$ cat src/rtl/vpa_pkg.sv
package vpa_pkg;

  typedef enum logic [1:0] {
    EW_BYTE = 2'b00,
    EW_HALF = 2'b01,
    EW_WORD = 2'b10,
    EW_DBL  = 2'b11
  } ew_code_e;

  localparam int unsigned NUM_SIZES = 4;
  localparam int unsigned MAX_EW    = 64;

  // element width in bits for a size code
  function automatic int unsigned ew_bits(input int unsigned code);
    return 8 << code;
  endfunction

  // unsigned lane add, wrapped to w bits (carry out discarded)
  function automatic logic [MAX_EW-1:0] lane_add(input logic [MAX_EW-1:0] a,
                                                 input logic [MAX_EW-1:0] b,
                                                 input int unsigned w);
    logic [MAX_EW:0]   full;
    logic [MAX_EW-1:0] mask;
    full = {1'b0, a} + {1'b0, b};
    mask = (w >= MAX_EW) ? '1 : ((64'd1 << w) - 64'd1);
    return full[MAX_EW-1:0] & mask;
  endfunction

endpackage

$ cat src/rtl/vpa_size_path.sv
module vpa_size_path #(
  parameter int unsigned VLEN      = 256,
  parameter int unsigned SIZE_CODE = 0
) (
  input  logic [VLEN-1:0]   src1,
  input  logic [VLEN-1:0]   src2,
  input  logic [VLEN/8-1:0] pred,
  output logic [VLEN-1:0]   res,
  output logic [VLEN/8-1:0] lane_act
);
  import vpa_pkg::*;

  localparam int unsigned EW    = 8 << SIZE_CODE;
  localparam int unsigned LANES = VLEN / EW;
  localparam int unsigned BPL   = EW / 8;
  localparam int unsigned PAIRS = LANES / 2;

  generate
    for (genvar p = 0; p < PAIRS; p++) begin : g_pair
      localparam int unsigned LE = 2 * p;
      localparam int unsigned LO = 2 * p + 1;
      logic [EW-1:0]     a_lo, a_hi, b_lo, b_hi;
      logic [MAX_EW-1:0] sum_even, sum_odd;
      logic              act_even, act_odd;

      assign a_lo     = src1[LE*EW +: EW];
      assign a_hi     = src1[LO*EW +: EW];
      assign b_lo     = src2[LE*EW +: EW];
      assign b_hi     = src2[LO*EW +: EW];
      assign act_even = pred[LE*BPL];
      assign act_odd  = pred[LO*BPL];
      assign sum_even = lane_add(MAX_EW'(a_lo), MAX_EW'(a_hi), EW);
      assign sum_odd  = lane_add(MAX_EW'(b_lo), MAX_EW'(b_hi), EW);

      assign res[LE*EW +: EW] = act_even ? sum_even[EW-1:0] : a_lo;
      assign res[LO*EW +: EW] = act_odd  ? sum_odd[EW-1:0]  : a_hi;
      assign lane_act[LE] = act_even;
      assign lane_act[LO] = act_odd;
    end
    if (LANES < VLEN / 8) begin : g_act_pad
      assign lane_act[VLEN/8-1:LANES] = '0;
    end
  endgenerate

endmodule

$ cat src/rtl/vpa_result_sel.sv
module vpa_result_sel #(
  parameter int unsigned VLEN = 256
) (
  input  logic [VLEN-1:0]   src1,
  input  logic [VLEN-1:0]   src2,
  input  logic [VLEN/8-1:0] pred,
  input  logic [1:0]        size,
  output logic [VLEN-1:0]   res,
  output logic [VLEN/8-1:0] lane_act
);
  import vpa_pkg::*;

  logic [VLEN-1:0]   res_by_size [NUM_SIZES];
  logic [VLEN/8-1:0] act_by_size [NUM_SIZES];

  generate
    for (genvar s = 0; s < NUM_SIZES; s++) begin : g_size
      vpa_size_path #(.VLEN(VLEN), .SIZE_CODE(s)) path_i (
        .src1     (src1),
        .src2     (src2),
        .pred     (pred),
        .res      (res_by_size[s]),
        .lane_act (act_by_size[s])
      );
    end
  endgenerate

  always_comb begin
    res      = res_by_size[size];
    lane_act = act_by_size[size];
  end

endmodule

$ cat src/rtl/vpa_out_stage.sv
module vpa_out_stage #(
  parameter int unsigned W = 256
) (
  input  logic         clk,
  input  logic         rst_n,
  input  logic         up_valid,
  output logic         up_ready,
  input  logic [W-1:0] up_data,
  output logic         dn_valid,
  input  logic         dn_ready,
  output logic [W-1:0] dn_data
);
  logic         held;
  logic [W-1:0] data_q;

  assign up_ready = !held || dn_ready;

  always_ff @(posedge clk or negedge rst_n) begin
    if (!rst_n) begin
      held   <= 1'b0;
      data_q <= '0;
    end else if (up_ready) begin
      held <= up_valid;
      if (up_valid) data_q <= up_data;
    end
  end

  assign dn_valid = held;
  assign dn_data  = data_q;

endmodule

$ cat src/rtl/vpair_add.sv
module vpair_add #(
  parameter int unsigned VLEN = 256
) (
  input  logic              clk,
  input  logic              rst_n,
  input  logic              in_valid,
  output logic              in_ready,
  input  logic [VLEN-1:0]   in_src1,
  input  logic [VLEN-1:0]   in_src2,
  input  logic [VLEN/8-1:0] in_pred,
  input  logic [1:0]        in_size,
  output logic              out_valid,
  input  logic              out_ready,
  output logic [VLEN-1:0]   out_result
);
  localparam int unsigned PW = VLEN / 8;

  logic [VLEN-1:0] comb_res;
  logic [PW-1:0]   lane_act;
  logic            in_fire;
  logic            out_fire;

  assign in_fire  = in_valid && in_ready;
  assign out_fire = out_valid && out_ready;

  vpa_result_sel #(.VLEN(VLEN)) sel_i (
    .src1     (in_src1),
    .src2     (in_src2),
    .pred     (in_pred),
    .size     (in_size),
    .res      (comb_res),
    .lane_act (lane_act)
  );

  vpa_out_stage #(.W(VLEN)) stage_i (
    .clk      (clk),
    .rst_n    (rst_n),
    .up_valid (in_valid),
    .up_ready (in_ready),
    .up_data  (comb_res),
    .dn_valid (out_valid),
    .dn_ready (out_ready),
    .dn_data  (out_result)
  );

endmodule

$ cat config.mk
export PLATFORM = sky130hd
export DESIGN_NAME = vpair_add
export DESIGN_NICKNAME = d
export VERILOG_FILES = /design/src/rtl/vpa_pkg.sv /design/src/rtl/vpa_size_path.sv /design/src/rtl/vpa_result_sel.sv /design/src/rtl/vpa_out_stage.sv /design/src/rtl/vpair_add.sv
export SDC_FILE = /design/constraint.sdc
export NUM_CORES = 2
export LEC_CHECK = 0
export BUFFER_PORTS_ARGS = -buffer_cell sky130_fd_sc_hd__buf_2
export CAP_MARGIN = 20
export CORE_UTILIZATION = 40
export DETAILED_ROUTE_END_ITERATION = 7
export SLEW_MARGIN = 20
export SYNTH_ARGS = -nofsm -noshare
export SYNTH_HDL_FRONTEND = slang
export SYNTH_SLANG_ARGS = --single-unit
$ cat constraint.sdc
create_clock -name clk -period 1.8 [get_ports clk]
set_input_delay 0.18 -clock clk [delete_from_list [all_inputs] [get_ports clk]]
set_output_delay 0.18 -clock clk [all_outputs]
set_load 0.02 [all_outputs]
After elaboration in Yosys (flattened, before gate mapping)
Index checks and enable logic that the tools add are counted.
{ "totals": {"reg_bits": 257, "in_bits": 550, "out_inout_bits": 258, "elab_cells": 130} }
{ "op_classes": {"addsub": 60, "magnitude_cmp": 1, "n_mux": 63, "bitwise": 1, "reduce_logical": 3} }
{ "ops": {"columns": ["cell", "count"], "rows": [
  ["$bmux W256 S2", 1],
  ["$mux W256", 2],
  ["$add A16 B16 Y16", 16],
  ["$add A32 B32 Y32", 8],
  ["$add A64 B64 Y64", 4],
  ["$add A8 B8 Y8", 32],
  ["$mux W16", 16],
  ["$mux W32", 8],
  ["$mux W64", 4],
  ["$mux W8", 32],
  ["$ge A3 B3 Y1 const B", 1],
  ["$not A2 Y3", 1],
  ["$reduce_and A2 Y1", 1],
  ["$logic_not A1 Y1", 1],
  ["$logic_or A1 B1 Y1", 1]
]} }

Logic depth before layout (Yosys ltp)
{ "depth": {"word_depth": 5, "mapped_depth": 15, "mapped_depth_nobuf": 15} }

By module
A second synthesis with hierarchy kept.
{ "hier_totals": {"hier_cells": 9091, "hier_area_um2": 78587.9} }
{ "by_module_without_submodules": {"columns": ["mod", "instances", "cells_per_inst", "area_per_inst_um2", "seq_area_each_um2"], "rows": [
  ["vpa_size_path (sel_i.g_size[3].path_i)", 1, 2417, 17565.6, 0.0],
  ["vpa_size_path (sel_i.g_size[2].path_i)", 1, 2122, 15731.3, 0.0],
  ["vpa_size_path (sel_i.g_size[1].path_i)", 1, 1918, 14468.9, 0.0],
  ["vpa_size_path (sel_i.g_size[0].path_i)", 1, 1738, 13451.7, 0.0],
  ["vpa_out_stage", 1, 544, 10408.7, 6431.2],
  ["vpa_result_sel", 1, 352, 6961.7, 0.0]
]} }

Least setup slack after synthesis
Ideal clock, no wire load.
{ "synth_timing": {"path_type": "input port to flip-flop", "from": "in in_src2[0]", "to": "reg stage_i.data_q[110], in the netlist stage_i.dn_data[110]", "setup_time_ps": 76, "t_arrival_ps": 3404, "required_time_ps": 1724, "slack_ps": -1681, "stages": 14, "path_buffers": 0, "path_cell_list": "ha_1 -> fa_1 -> a211oi_1 -> o21ai_0 -> a21oi_1 -> o31ai_2 -> a21oi_1 -> o21ai_2 -> o31ai_2 -> o31a_1 -> xor2_1 -> a221o_1 -> a221o_1 -> o21ai_1"} }
{ "synth_between": {"elab_chain_cells": 5} }
{ "synth_lines": {"columns": ["item", "line", "source"], "rows": [
  ["start: declaration", "vpair_add.sv:9", "input logic [VLEN-1:0] in_src2,"],
  ["$add A64 B64 Y64", "vpa_pkg.sv:24", "full = {1'b0, a} + {1'b0, b};"],
  ["$mux W64", "vpa_size_path.sv:36", "assign res[LO*EW +: EW] = act_odd ? sum_odd[EW-1:0] : a_hi;"],
  ["$bmux W256 S2", "vpa_result_sel.sv:29", "res = res_by_size[size];"],
  ["$mux W256 (not written as such) (2 in series)", "vpa_result_sel.sv:29", null],
  ["end signal: assignment", "vpa_out_stage.sv:24", "if (up_valid) data_q <= up_data;"],
  ["end: declaration", "vpa_out_stage.sv:14", "logic [W-1:0] data_q;"]
]} }
No other way between the ends. The select of a mux whose other input is x is not followed.
A chain may end at the register's enable or synchronous reset.

Worst setup path in the final report
{ "layout_timing": {"from": "in in_src2[64]", "to": "reg stage_i.data_q[124], in the netlist stage_i.dn_data[124]"} }
{ "layout_between": {"elab_chain_cells": 5, "word_cells_on_any_way": 7, "classes_between": "add/sub: 2; mux: 5"} }
{ "layout_lines": {"columns": ["item", "line"], "rows": [
  ["$add A64 B64 Y64 / $add A32 B32 Y32 (equally long branches)", "vpa_pkg.sv:24"],
  ["$mux W64 / $mux W32 (equally long branches)", "vpa_size_path.sv:36"],
  ["$bmux W256 S2 *", "vpa_result_sel.sv:29"],
  ["$mux W256 (not written as such) * (2 in series)", "vpa_result_sel.sv:29"]
]} }
Every way passes the cells marked *; elsewhere a longest branch is shown, timed or not. The select of a mux whose other input is x is not followed.

==> results.py <==
metrics = {
    "cts": {
        "cts_root_buffer": "clkbuf_16",
        "clock-sinks": 257,
        "numCtsBuffers": 44,
        "path_clk_slew_ns": 0.06,
        "cts.path.max_buffers": 3,
        "clkLatencyLatePin_ns": 0.68,
        "cts_max_level": 2,
        "cts_tree": "yes",
    },
    "routing": {
        "drtAntennaViolNets": 0,
        "viasPerCell": 6.40,
        "vias": 97500,
        "remaining_drc_errors": 0,
        "avgRoutedWirePerCell_um": 31.0,
        "drt_iter0_drc": 13200,
        "dr.pass1.iters": 7,
        "wl_mm": 471,
    },
    "layout": {
        "drive_gt1_share_pct": 45.2,
        "final_util_pct": 69.1,
        "area_growth_pct": 71.8,
        "multiInputGateArea_mm2": 0.0658,
        "fill_cells": 13300,
        "seq_area_mm2": 0.00643,
        "nNetsFinal": 14600,
    },
    "placed_design": {
        "numPortBuffers": 807,
        "place_congestion": 1.14,
        "hpwl_mm": 381,
        "place_ws_ns": -1.93,
    },
    "worst_setup_path": {
        "worstSetupStartpoint": "in_src2[64]",
        "required_ns": 2.35,
        "crit_type": "in -> reg",
        "cpPeakStageDelay_ns": 0.42,
        "reg2reg_to": "stage_i.dn_data[91]$_DFFE_PN0P_",
        "path_max_fanout": 3,
        "crit_end": "stage_i.dn_data[124]$_DFFE_PN0P_",
        "worstSetupPathDepth": 15,
        "startpoint_type": "input port",
        "crit_path_end_kind": "flip-flop",
        "regToRegSetupSlack_ns": -0.47,
        "arrival_ns": 3.45,
        "crit_buf_inv": 1,
        "cpMaxStageDelayCell": "o41a_1",
        "cp_top_family": "compound AO/OA/AOI/OAI gates",
        "path_cells": "buf_12, ha_4, fa_2, a211o_1, o211ai_1, a22oi_2, a31o_2, o311a_1, o41a_1, a221oi_4, o21ai_2, a21oi_2, xnor2_1, a221oi_2, a21oi_1",
        "r2r_cells": 8,
        "r2r_start": "stage_i.dn_valid$_DFFE_PN0N_",
    },
    "global_route": {
        "grt.overflow.total": 0,
        "gr-usage-all-layers_pct": 53.2,
        "grt_pass1_vias": 91500,
        "grt_pass1_wl_mm": 635,
        "antenna_found_initial": 51,
        "grt_max_degree": 55,
    },
    "logic_synthesis": {
        "ys_types": 92,
        "synth-edff-count": 0,
        "async_flop_share_pct": 100,
        "synthFlopType": "dfrtp_1",
        "synth-seq-cells": 257,
        "ys_seq_area_share_pct": 9.83,
        "netlist_instances": 8912,
        "syn_avg_cell_area_um2": 7.34,
        "yosysWarnings": 0,
        "synth_area_mm2": 0.0654,
        "synth_fp_nets": 10500,
    },
    "die": {
        "die_w_um": 406,
        "start_util_pct": 40.2,
        "die-area_mm2": 0.165,
        "rows": 148,
        "ioPinCount": 808,
        "fp.dieH_um": 406,
        "core_mm2": 0.163,
    },
    "run_status": {
        "outcome": "finished with violations",
        "violations": "negative hold slack, negative setup slack",
    },
    "sta": {
        "hold_violations": 3,
        "fmax_mhz": 346,
        "setup_tns_ns": -145.83,
        "fin_skew_ns": 0.0225,
        "rsz0062_at_grt": "true",
        "worst_pin_slew_ns": 1.13,
        "finalWorstSetupSlack_ns": -1.09,
        "whs_ns": -0.0326,
        "slew_viol_final": 0,
        "period_share_pct": 161,
        "slew_headroom_pct": 24.5,
        "fin_crit_ns": 2.89,
        "finalSetupViolCount": 239,
    },
    "power_and_ir_drop": {
        "p_per_area_mw_per_mm2": 580,
        "p_leak_nw": 54.1,
        "irDropWorstVdd_mv": 0.704,
    },
    "job": {
        "drv_cap": 0,
    },
    "worst_hold_path": {
        "hp-class": "in -> reg",
    },
}
registers in the layout, indices dropped and copies added (netlist names):
register,cells
stage_i.dn_data,256
stage_i.dn_valid,1
what timing repair did:
item                                   4_1_cts  5_1_grt
cloned                                       0        1
buffers inserted                           104      215
setup endpoints to repair                  236      254
resized for setup                          530     1282
hold buffers                                 6        0
endpoints found under the hold margin      177        0
pin swaps                                  322      980
per-stage QoR:
step           std cells  instance area [um^2]  power (W)
6_report           15200                112000     0.0652
5_1_grt            15200                112000     0.0670
4_1_cts            15100                105000     0.0597
3_5_place_dp       14900                101000     0.0481
3_3_place_gp       14900                101000     0.0476
2_1_floorplan       8912                 68600     0.0273
tightest hold or removal path, cell delays in order:
cell     delay, ns
buf_8         0.08
buf_8         0.11
mux2i_1       0.06
o21ai_0       0.16
layer usage:
layer	up-vias	global-route usage, %	part of all wire, %
li1	41600	-	-
met1	45800	60.7	34
met2	7527	77.2	40
met3	2577	17.7	13
met4	38	51.5	12
met5	-	0	0.056
power by group:
part / leakage (nW) / internal (W) / switching [W] / total, W
sequential: 3.05 / 0.00689 / 0.00150 / 0.00839
clock: 0.768 / 0.00597 / 0.00431 / 0.0103
combinational: 50.3 / 0.0210 / 0.0256 / 0.0466
synthesized netlist by cell type, drive strengths merged (19+ instances only):
| cell | instances | share of area [%] |
|---|---|---|
| o21bai | 125 | 1.4 |
| xnor2 | 498 | 6.7 |
| nand2 | 689 | 4.0 |
| o21a | 107 | 1.2 |
| a21boi | 34 | 0.39 |
| o22ai | 64 | 0.61 |
| nor3 | 167 | 1.3 |
| a211o | 36 | 0.48 |
| a211oi | 171 | 2.0 |
| o311ai | 21 | 0.28 |
| nor2 | 643 | 3.7 |
| buf | 62 | 0.36 |
| o31a | 19 | 0.25 |
| dfrtp | 257 | 9.8 |
| nand3 | 178 | 1.4 |
| inv | 353 | 2.0 |
| nand4 | 76 | 0.73 |
| xor2 | 293 | 3.9 |
| or3 | 50 | 0.48 |
| and4 | 21 | 0.28 |
| o211ai | 86 | 0.99 |
| a21oi | 1057 | 8.1 |
| a22oi | 35 | 0.41 |
| ha | 964 | 18 |
| clkbuf | 321 | 1.8 |
| a311oi | 27 | 0.36 |
| and3 | 82 | 0.78 |
| a21o | 453 | 5.2 |
| o41ai | 22 | 0.29 |
| a2111oi | 26 | 0.36 |
| and2 | 35 | 0.33 |
| nand2b | 123 | 1.2 |
| fa | 60 | 1.8 |
| mux2 | 20 | 0.34 |
| o31ai | 53 | 0.63 |
| nor2b | 184 | 1.8 |
| o21ai | 757 | 5.8 |
| mux2i | 156 | 2.4 |
| a31oi | 143 | 1.4 |
| a31o | 22 | 0.29 |
| a221oi | 73 | 1.0 |
| o221ai | 58 | 0.78 |
| a221o | 45 | 0.69 |
final cells by class:
| cell class | instances | share of cell area, % |
|---|---|---|
| tap | 2175 | 2.42 |
| sequential | 257 | 5.72 |
| timing repair buffer | 4419 | 30.7 |
| clock inverter | 18 | 0.246 |
| antenna | 31 | 0.0690 |
| clock buffer | 59 | 1.15 |
| inverter | 355 | 1.20 |
| multi-input combinational | 7917 | 58.5 |
cell families (layout without fill, tap and decap cells):
kind of cell | after synthesis | count (layout) | synth area share (%)
AOI/OAI and AO/OA | 3570 | 3570 | 34.9
and+or+nand+nor | 2339 | 2339 | 16.9
adders and majority gates | 1024 | 1024 | 20.3
xor gates and xnor gates | 791 | 791 | 10.6
buffers and inverters | 738 | 4851 | 4.24
DFF | 257 | 257 | 9.83
muxes | 193 | 193 | 3.32
other | 0 | 31 | 0
worst min path at each step:
stage | startpoint | endpoint | slack [ns] | cells past startpoint
3_3_place_gp | rst_n | stage_i.dn_data[252]$_DFFE_PN0P_ | 0.13 | 1
4_1_cts | in_src1[39] | stage_i.dn_data[39]$_DFFE_PN0P_ | 0.01 | 4
6_report | in_src1[128] | stage_i.dn_data[128]$_DFFE_PN0P_ | -0.03 | 4
5_1_grt | in_src1[153] | stage_i.dn_data[153]$_DFFE_PN0P_ | 0.01 | 4
3_5_place_dp | rst_n | stage_i.dn_data[252]$_DFFE_PN0P_ | 0.13 | 1
2_1_floorplan | rst_n | stage_i.dn_data[0]$_DFFE_PN0P_ | -0.12 | 0
placed cells by master, fill, tap and decap left out, types with 131 or more instances in the layout:
master and instances:
dfrtp_1 257, a21oi_2 220, ha_4 181, nor3_1 137
inv_1 332, buf_6 229, o21ai_0 423, xor2_1 262
a21oi_1 797, nand3_1 156, buf_2 659, o21ai_1 195
buf_12 131, ha_1 769, buf_4 3322, nor2b_1 169
nor2_1 592, xnor2_1 404, nand2_1 658, mux2i_1 150
a21o_1 452
Note: power is estimated with default switching activity, not from simulation.
